## src/rtl/keypad_pkg.sv

```systemverilog
package keypad_pkg;

  // Repeat phase of the event stage: waiting for the first repeat or for
  // a subsequent one.
  typedef enum logic {
    PH_FIRST = 1'b0,
    PH_AGAIN = 1'b1
  } rpt_phase_e;

  // Width of a counter that must reach lim-1 (at least one bit).
  function automatic int unsigned cnt_width(input int unsigned lim);
    return (lim > 1) ? $clog2(lim) : 1;
  endfunction

endpackage

```

## src/rtl/kp_sync.sv

```systemverilog
module kp_sync #(
  parameter int unsigned WIDTH = 4
) (
  input  logic             clk,
  input  logic             rst_n,
  input  logic [WIDTH-1:0] raw_n,
  output logic [WIDTH-1:0] down
);

  logic [WIDTH-1:0] meta_q;
  logic [WIDTH-1:0] safe_q;

  // Reset value is "released" (line high).
  always_ff @(posedge clk or negedge rst_n) begin
    if (!rst_n) begin
      meta_q <= '1;
      safe_q <= '1;
    end else begin
      meta_q <= raw_n;
      safe_q <= meta_q;
    end
  end

  assign down = ~safe_q;

endmodule

```

## src/rtl/kp_filter.sv

```systemverilog
module kp_filter #(
  parameter int unsigned SETTLE_CYC = 500000
) (
  input  logic clk,
  input  logic rst_n,
  input  logic raw_dn,
  output logic flt_dn
);

  localparam int unsigned CW = keypad_pkg::cnt_width(SETTLE_CYC);
  localparam logic [CW-1:0] LAST = CW'(SETTLE_CYC - 1);

  logic [CW-1:0] cnt_q, cnt_d;
  logic          lvl_q, lvl_d;
  logic          differ;
  logic          cnt_en;

  assign differ = (raw_dn != lvl_q);
  // The counter only moves while the input disagrees or must be cleared.
  assign cnt_en = differ || (cnt_q != '0);

  always_comb begin
    cnt_d = cnt_q;
    lvl_d = lvl_q;
    if (!differ) begin
      cnt_d = '0;
    end else if (cnt_q == LAST) begin
      lvl_d = raw_dn;
      cnt_d = '0;
    end else begin
      cnt_d = cnt_q + 1'b1;
    end
  end

  always_ff @(posedge clk or negedge rst_n) begin
    if (!rst_n) begin
      cnt_q <= '0;
      lvl_q <= 1'b0;
    end else if (cnt_en) begin
      cnt_q <= cnt_d;
      lvl_q <= lvl_d;
    end
  end

  assign flt_dn = lvl_q;

endmodule

```

## src/rtl/kp_prio.sv

```systemverilog
module kp_prio #(
  parameter int unsigned NUM_KEYS = 4,
  parameter int unsigned IDX_W    = 2
) (
  input  logic [NUM_KEYS-1:0] down,
  output logic                any_dn,
  output logic [IDX_W-1:0]    win_idx
);

  // Lowest index wins: scan from the top so the lowest set bit lands last.
  always_comb begin
    any_dn  = |down;
    win_idx = '0;
    for (int i = NUM_KEYS - 1; i >= 0; i--) begin
      if (down[i]) win_idx = IDX_W'(i);
    end
  end

endmodule

```

## src/rtl/kp_repeat.sv

```systemverilog
module kp_repeat #(
  parameter int unsigned IDX_W      = 2,
  parameter int unsigned HOLD_CYC   = 10000000,
  parameter int unsigned REPEAT_CYC = 5000000
) (
  input  logic             clk,
  input  logic             rst_n,
  input  logic             win_any,
  input  logic [IDX_W-1:0] win_idx,
  output logic             ev_valid,
  output logic [IDX_W-1:0] ev_idx,
  output logic             held
);
  import keypad_pkg::*;

  localparam int unsigned TMAX = (HOLD_CYC > REPEAT_CYC) ? HOLD_CYC : REPEAT_CYC;
  localparam int unsigned TW   = cnt_width(TMAX);
  localparam logic [TW-1:0] HOLD_LAST = TW'(HOLD_CYC - 1);
  localparam logic [TW-1:0] REP_LAST  = TW'(REPEAT_CYC - 1);

  rpt_phase_e       ph_q, ph_d;
  logic [TW-1:0]    tm_q, tm_d;
  logic             prv_any_q;
  logic [IDX_W-1:0] prv_idx_q;
  logic             ev_q, ev_d;
  logic [IDX_W-1:0] idx_q, idx_d;
  logic             held_q;
  logic             fresh;
  logic             due;
  logic [TW-1:0]    lim;

  assign fresh = win_any && (!prv_any_q || (win_idx != prv_idx_q));
  assign lim   = (ph_q == PH_AGAIN) ? REP_LAST : HOLD_LAST;
  assign due   = win_any && !fresh && (tm_q == lim);

  always_comb begin
    tm_d  = tm_q;
    ph_d  = ph_q;
    ev_d  = 1'b0;
    idx_d = idx_q;
    if (!win_any) begin
      tm_d = '0;
      ph_d = PH_FIRST;
    end else if (fresh) begin
      ev_d  = 1'b1;
      idx_d = win_idx;
      tm_d  = '0;
      ph_d  = PH_FIRST;
    end else if (due) begin
      ev_d  = 1'b1;
      idx_d = win_idx;
      tm_d  = '0;
      ph_d  = PH_AGAIN;
    end else begin
      tm_d = tm_q + 1'b1;
    end
  end

  always_ff @(posedge clk or negedge rst_n) begin
    if (!rst_n) begin
      tm_q      <= '0;
      ph_q      <= PH_FIRST;
      prv_any_q <= 1'b0;
      prv_idx_q <= '0;
      ev_q      <= 1'b0;
      idx_q     <= '0;
      held_q    <= 1'b0;
    end else begin
      tm_q      <= tm_d;
      ph_q      <= ph_d;
      prv_any_q <= win_any;
      prv_idx_q <= win_idx;
      ev_q      <= ev_d;
      idx_q     <= idx_d;
      held_q    <= win_any;
    end
  end

  assign ev_valid = ev_q;
  assign ev_idx   = idx_q;
  assign held     = held_q;

endmodule

```

## src/rtl/prio_keypad.sv

```systemverilog
module prio_keypad #(
  parameter int unsigned NUM_KEYS     = 4,
  parameter int unsigned DEBOUNCE_CYC = 500000,
  parameter int unsigned HOLD_CYC     = 10000000,
  parameter int unsigned REPEAT_CYC   = 5000000,
  parameter int unsigned IDX_W        = (NUM_KEYS > 1) ? $clog2(NUM_KEYS) : 1
) (
  input  logic                clk,
  input  logic                rst_n,
  input  logic [NUM_KEYS-1:0] key_n,
  output logic                key_valid,
  output logic [IDX_W-1:0]    key_idx,
  output logic                key_held
);

  logic [NUM_KEYS-1:0] sync_down;
  logic [NUM_KEYS-1:0] flt_down;
  logic                win_any;
  logic [IDX_W-1:0]    win_idx;

  kp_sync #(.WIDTH(NUM_KEYS)) u_sync (
    .clk   (clk),
    .rst_n (rst_n),
    .raw_n (key_n),
    .down  (sync_down)
  );

  for (genvar k = 0; k < NUM_KEYS; k++) begin : g_flt
    kp_filter #(.SETTLE_CYC(DEBOUNCE_CYC)) u_flt (
      .clk    (clk),
      .rst_n  (rst_n),
      .raw_dn (sync_down[k]),
      .flt_dn (flt_down[k])
    );
  end

  kp_prio #(.NUM_KEYS(NUM_KEYS), .IDX_W(IDX_W)) u_prio (
    .down    (flt_down),
    .any_dn  (win_any),
    .win_idx (win_idx)
  );

  kp_repeat #(
    .IDX_W      (IDX_W),
    .HOLD_CYC   (HOLD_CYC),
    .REPEAT_CYC (REPEAT_CYC)
  ) u_rpt (
    .clk      (clk),
    .rst_n    (rst_n),
    .win_any  (win_any),
    .win_idx  (win_idx),
    .ev_valid (key_valid),
    .ev_idx   (key_idx),
    .held     (key_held)
  );

endmodule

```

## config.mk

```make
export PLATFORM = sky130hd
export DESIGN_NAME = prio_keypad
export DESIGN_NICKNAME = d
export VERILOG_FILES = /design/src/rtl/keypad_pkg.sv /design/src/rtl/kp_sync.sv /design/src/rtl/kp_filter.sv /design/src/rtl/kp_prio.sv /design/src/rtl/kp_repeat.sv /design/src/rtl/prio_keypad.sv
export SDC_FILE = /design/constraint.sdc
export NUM_CORES = 1
export LEC_CHECK = 0
export ABC_AREA = 1
export BUFFER_PORTS_ARGS = -buffer_cell sky130_fd_sc_hd__buf_2
export CAP_MARGIN = 10
export CORE_ASPECT_RATIO = 1.1
export CORE_MARGIN = 2
export CORE_UTILIZATION = 50
export DETAILED_ROUTE_END_ITERATION = 12
export HOLD_SLACK_MARGIN = 0.12
export PLACE_DENSITY = 0.62
export SETUP_SLACK_MARGIN = 0.5
export SYNTH_ARGS = -nofsm -noshare
export SYNTH_HDL_FRONTEND = slang
export SYNTH_HIERARCHICAL = 1
export SYNTH_SLANG_ARGS = --single-unit
```

## constraint.sdc

```tcl
create_clock -name clk -period 3.7 [get_ports clk]
set_input_delay 0.37 -clock clk [delete_from_list [all_inputs] [get_ports clk]]
set_output_delay 0.37 -clock clk [all_outputs]
set_load 0.01 [all_outputs]
```

---- Yosys cells after proc, flatten, opt, wreduce, memory -nomap -nowiden ----
Cells that the tools add are included.
operators by class
  reduce and logical (&&, ||, !) cells .... 21
  $add $sub $neg .......................... 5
  bitwise logic cells ..................... 1
  multiplexer cells ....................... 24
  equal/unequal tests ..................... 11
operators by type and width
  operator               number
  $mux 19                8
  $mux 24                4
  $add 19x1->19 const B  4
  $eq 19x19->1 const B   4
  $reduce_bool 19->1     4
  $add 24x1->24 const B  1
  $eq 24x24->1           1
  $mux 2                 6
  $reduce_and 3->1       4
  $mux 1                 6
  $logic_or 1x1->1       5
  $ne 1x1->1             4
  $not 4->4              1
  $reduce_or 4->1        1
  $logic_and 1x1->1      3
  $ne 3x3->1 const B     1
  $logic_not 1->1        2
  $ne 2x2->1             1
  $reduce_and 2->1       1
  $reduce_bool 2->1      1
word-level totals
  logic and storage cells ................. 78
  input port bits ......................... 6
  output and inout bits ................... 4
  register bits after elaboration ......... 119

---- Logic depth before layout (Yosys ltp) ----
  depth after elaboration ................. 13
  mapped depth ............................ 12
  mapped depth without buffers ............ 12

---- Cells and area by module ----
The synthesis kept the hierarchy.
modules (own cells, without submodules)
  module     seq. area each (sq um)  times used  area each (sq um)  cells each
  kp_filter  500.5                   4           1290.0             181
  kp_repeat  775.7                   1           1861.8             253
  kp_sync    210.2                   1           225.2              12
  kp_prio    0.0                     1           46.3               9

---- Worst setup path after synthesis ----
Ideal clock, no wire load.
  kind .................................... reg-to-reg
  start ................................... reg g_flt[2].u_flt.lvl_q
  end ..................................... reg u_rpt.tm_q[17]
  period minus slack after synthesis ...... 1.576 ns
  library setup time ...................... 0.069 ns
  data arrival time ....................... 1.507 ns
  buffers on the path ..................... 1
  data required time ...................... 3.631 ns
  cell stages (with the launch flop) ...... 10
  path slack .............................. 2.124 ns
  cells stage by stage .................... dfrtp_1 -> inv_2 -> nand2_1 -> a21oi_2 -> xnor2_1 -> nand4_1 -> nor2_4 -> nand2_8 -> buf_12 -> nor2_2
on the way
  longest elaborated chain between the ends .. 12
  elaborated cells on any way between the ends .. 13
  classes of those cells .................. eq/ne: 1; mux: 6; reduce/logical: 6
RTL lines
  item                             line               source
  from (decl)                      kp_filter.sv:14    logic lvl_q, lvl_d;
  from (signal assigned)           kp_filter.sv:41    lvl_q <= lvl_d;
  $mux 2 (*) (3 in series)         kp_prio.sv:15      if (down[i]) win_idx = IDX_W'(i);
  named net win_idx[0]             prio_keypad.sv:19  logic [IDX_W-1:0] win_idx;
  $ne 2x2->1 (*)                   kp_repeat.sv:32    assign fresh = win_any && (!prv_any_q || (win_idx != prv_idx_q));
  $logic_or 1x1->1 (*)             kp_repeat.sv:32
  $logic_and 1x1->1 (*)            kp_repeat.sv:32
  $logic_not 1->1                  kp_repeat.sv:34    assign due = win_any && !fresh && (tm_q == lim);
  $logic_and 1x1->1 (2 in series)  kp_repeat.sv:34
  $mux 24                          kp_repeat.sv:49    end else if (due) begin
  $mux 24 (*)                      kp_repeat.sv:44    end else if (fresh) begin
  $mux 24 (*)                      kp_repeat.sv:41    if (!win_any) begin
  named net u_rpt.tm_d[17]         kp_repeat.sv:22    logic [TW-1:0] tm_q, tm_d;
  to (signal assigned)             kp_repeat.sv:69    tm_q <= tm_d;
  to (decl)                        kp_repeat.sv:22
Mark *: on every way through the listed nets, which the timed path passes. The rest lies on a longest branch.
A chain may end at the register's enable or synchronous reset.

---- Final worst setup path ----
  start ................................... reg g_flt[2].u_flt.lvl_q
  end ..................................... reg u_rpt.tm_q[14]
Same word-level chain as after synthesis.

==> results.py <==
metrics = {
    "run_status": {
        "status": "finished clean",
    },
    "timing": {
        "fin_setup_tns_ns": 0,
        "setup-violations-final": 0,
        "hold_viol": 0,
        "slew_headroom_pct": 48.8,
        "tightest_slew_ns": 0.768,
        "fin_ws_ns": 1.92,
        "period_minus_slack_ns": 1.78,
        "slew_viol_final": 0,
        "timing.final.crit_share_pct": 48.2,
        "rsz0062_at_grt": "no",
        "fmax_mhz": 561,
        "fin_skew_ns": 0.00564,
        "hold_ws_ns": 0.354,
    },
    "finish": {
        "drive_gt1_share_pct": 15.6,
        "finalNetCount": 1037,
        "areaGrowthSynthToFinish_pct": 12.4,
        "final_common_cell": "nor2_1",
        "final_cell_mix": "223 x nor2_1, 213 x nand2_1, 111 x dfrtp_1",
        "instances_no_fill": 1227,
        "antenna_cells": 0,
        "nFillCells": 1374,
    },
    "synth": {
        "syn_inst": 998,
        "ys_seq_area_share_pct": 41.0,
        "avgSynthCellArea_um2": 7.31,
        "syn_nets": 1013,
        "synth-edff-count": 0,
        "synth_largest_area_cell": "dfrtp_1",
        "yosysTopAreaCellShare_pct": 38.1,
        "netlist_area_um2": 7290,
        "yosysUniqueCellTypes": 29,
        "ys_ff_latch": 119,
        "synth_ff_type": "dfrtp_1",
        "yosys_warnings": 6,
        "synth.area.top_cells": "dfrtp_1 38%, nor2_1 11%, nand2_1 11%",
        "async_flop_share_pct": 100,
    },
    "critical_path": {
        "r2r_start": "g_flt[2].u_flt/flt_dn",
        "critPathLaunchType": "flip-flop",
        "critPathRequiredTime_ns": 4.03,
        "crit_arrival_ns": 2.11,
        "startpoint": "g_flt[2].u_flt/flt_dn",
        "worstSetupPathType": "reg2reg",
        "cp-end-kind": "flip-flop",
        "worstPathMaxFanout": 19,
    },
    "floorplan": {
        "die_area_um2": 15600,
        "start_util_pct": 50.9,
        "core_area_um2": 14300,
        "rows": 46,
        "die_h_um": 131,
        "io-pin-count": 10,
        "die_w_um": 119,
    },
    "global_route": {
        "antenna_found_initial": 0,
        "top_usage_layer": "met2",
        "grt_pass1_wl_um": 27300,
        "gr-usage-met2_pct": 37.1,
        "use_met1_pct": 28.3,
        "grt_max_degree": 61,
        "grt_pass1_vias": 5761,
        "met3_usage_pct": 4.12,
        "grt_use_total_pct": 22.0,
        "overflow": 0,
    },
    "pwr": {
        "powerDensity_nw_per_um2": 406,
        "power.leakage_nw": 3.68,
        "total_power_mw": 3.33,
        "ir_drop_v": 0.000308,
    },
    "detailed_routing": {
        "drt-total-wl_um": 15900,
        "ant_nets": 0,
        "drt-initial-drc-count": 352,
        "wl_per_cell_um": 12.9,
        "vias": 6120,
        "drc": 0,
        "viasPerCell": 4.99,
        "firstDrtPassIters": 5,
    },
    "clock_tree": {
        "clock-root-buffer": "clkbuf_16",
        "cts_buffer_depth": 2,
        "clk_latency_ns": 0.42,
        "ctsResizeCount": 0,
        "cts_buffers": 17,
        "cts_tree": "yes",
        "path_clk_slew_ns": 0.05,
        "cts_num_sinks": 119,
        "cts_max_level": 4,
    },
    "placement": {
        "dp_cells": 1190,
        "port_buffers": 9,
        "place_ws_ns": 1.89,
        "dp_hpwl_um": 11800,
        "globalplace.congestion": 0.877,
    },
    "run": {
        "maxCapViolations": 0,
    },
    "worst_hold_path": {
        "hold_path_class": "reg2reg",
        "hold_start": "u_sync/meta_q[0]",
    },
}
[metrics by stage]
stage,area (µm²),utilization (%)
after global routing,8200,57.2
final,8200,57.2
after global placement,7540,52.6
after CTS,8200,57.2
after detailed placement,7540,52.6
after floorplan,7290,-
[worst max-delay path, stage by stage, from the launching register on]
cell and delay (ns):
dfrtp_1 0.41, inv_2 0.08, nand2_1 0.06, a21oi_2 0.18
xnor2_1 0.15, nand4_1 0.20, nor2_4 0.25, nand2_8 0.15
nor3_1 0.20
[power by group]
group	switching (mW)	total, mW	internal (mW)
sequential	0.0639	1.42	1.35
combinational	0.132	0.222	0.0908
clock	0.597	1.69	1.09
total	0.793	3.33	2.53
[routing by layer]
metal / share of wire, % / vias to the layer above
met5: 0 / -
met4: 2.1 / 0
met3: 2.8 / 26
met2: 49 / 92
met1: 46 / 2856
li1: - / 3146
[sequential cells by signal (all words and copies together), names as in the netlist]
register and cells:
g_flt.u_flt/cnt_q 76, g_flt.u_flt/flt_dn 4, u_rpt/ev_idx 2, u_rpt/ev_valid 1, u_rpt/held 1, u_rpt/ph_q 1
u_rpt/prv_idx_q 2, u_rpt/tm_q 24, u_sync/meta_q 4, u_sync/safe_q 4
[path summary, 6_finish.rpt]
path                                          to  slack, ns  depth (start not counted)
worst max-delay path              u_rpt/tm_q[14]       1.92                          8
worst min-delay path            u_sync/safe_q[0]       0.35                          0
worst max register to register    u_rpt/tm_q[14]       1.92                          8
worst min register to register  u_sync/safe_q[0]       0.35                          0
max in group asynchronous       u_sync/meta_q[0]       2.33                          3
min in group asynchronous         u_rpt/tm_q[11]       0.55                          2
[final cells by class]
cell class                      instances  area [µm²]  share of cell area, %
Clock buffer                           20         457                   5.57
Clock inverter                         12         151                   1.85
Inverter                              134         508                   6.20
Multi-Input combinational cell        735        3740                   45.6
Sequential cell                       119        2990                   36.4
Tap cell                              192         240                   2.93
Timing Repair Buffer                   15         118                   1.43
[repair_timing]
item | 4_1_cts | 5_1_grt
hold buffers | 5 | 0
setup buffers | 0 | 0
endpoints found under the hold margin | 57 | 0
[kinds of logic (layout without fill, tap and decap cells)]
logic type	after synthesis	count (layout)	share of synthesized area [%]
compound gates	28	28	2.08
flops	119	119	41.0
buf+inv	144	181	7.79
simple gates	646	646	41.4
xor+xnor	52	52	6.24
fa+ha+maj	9	9	1.54
[cell usage after synthesis, types with 8 or more instances]
| library cell | n |
|---|---|
| xor2_1 | 37 |
| nor2_2 | 23 |
| nor3_1 | 17 |
| nand3_2 | 10 |
| nand2_1 | 213 |
| inv_2 | 23 |
| nand4_1 | 32 |
| nand3b_1 | 8 |
| o21ai_0 | 17 |
| nor2_4 | 18 |
| nand3_1 | 70 |
| dfrtp_1 | 111 |
| nand2_2 | 26 |
| xnor2_1 | 15 |
| nor2_1 | 223 |
| dfstp_2 | 8 |
| inv_1 | 107 |
| ha_1 | 9 |
Note: power is estimated with default switching activity, not from simulation.
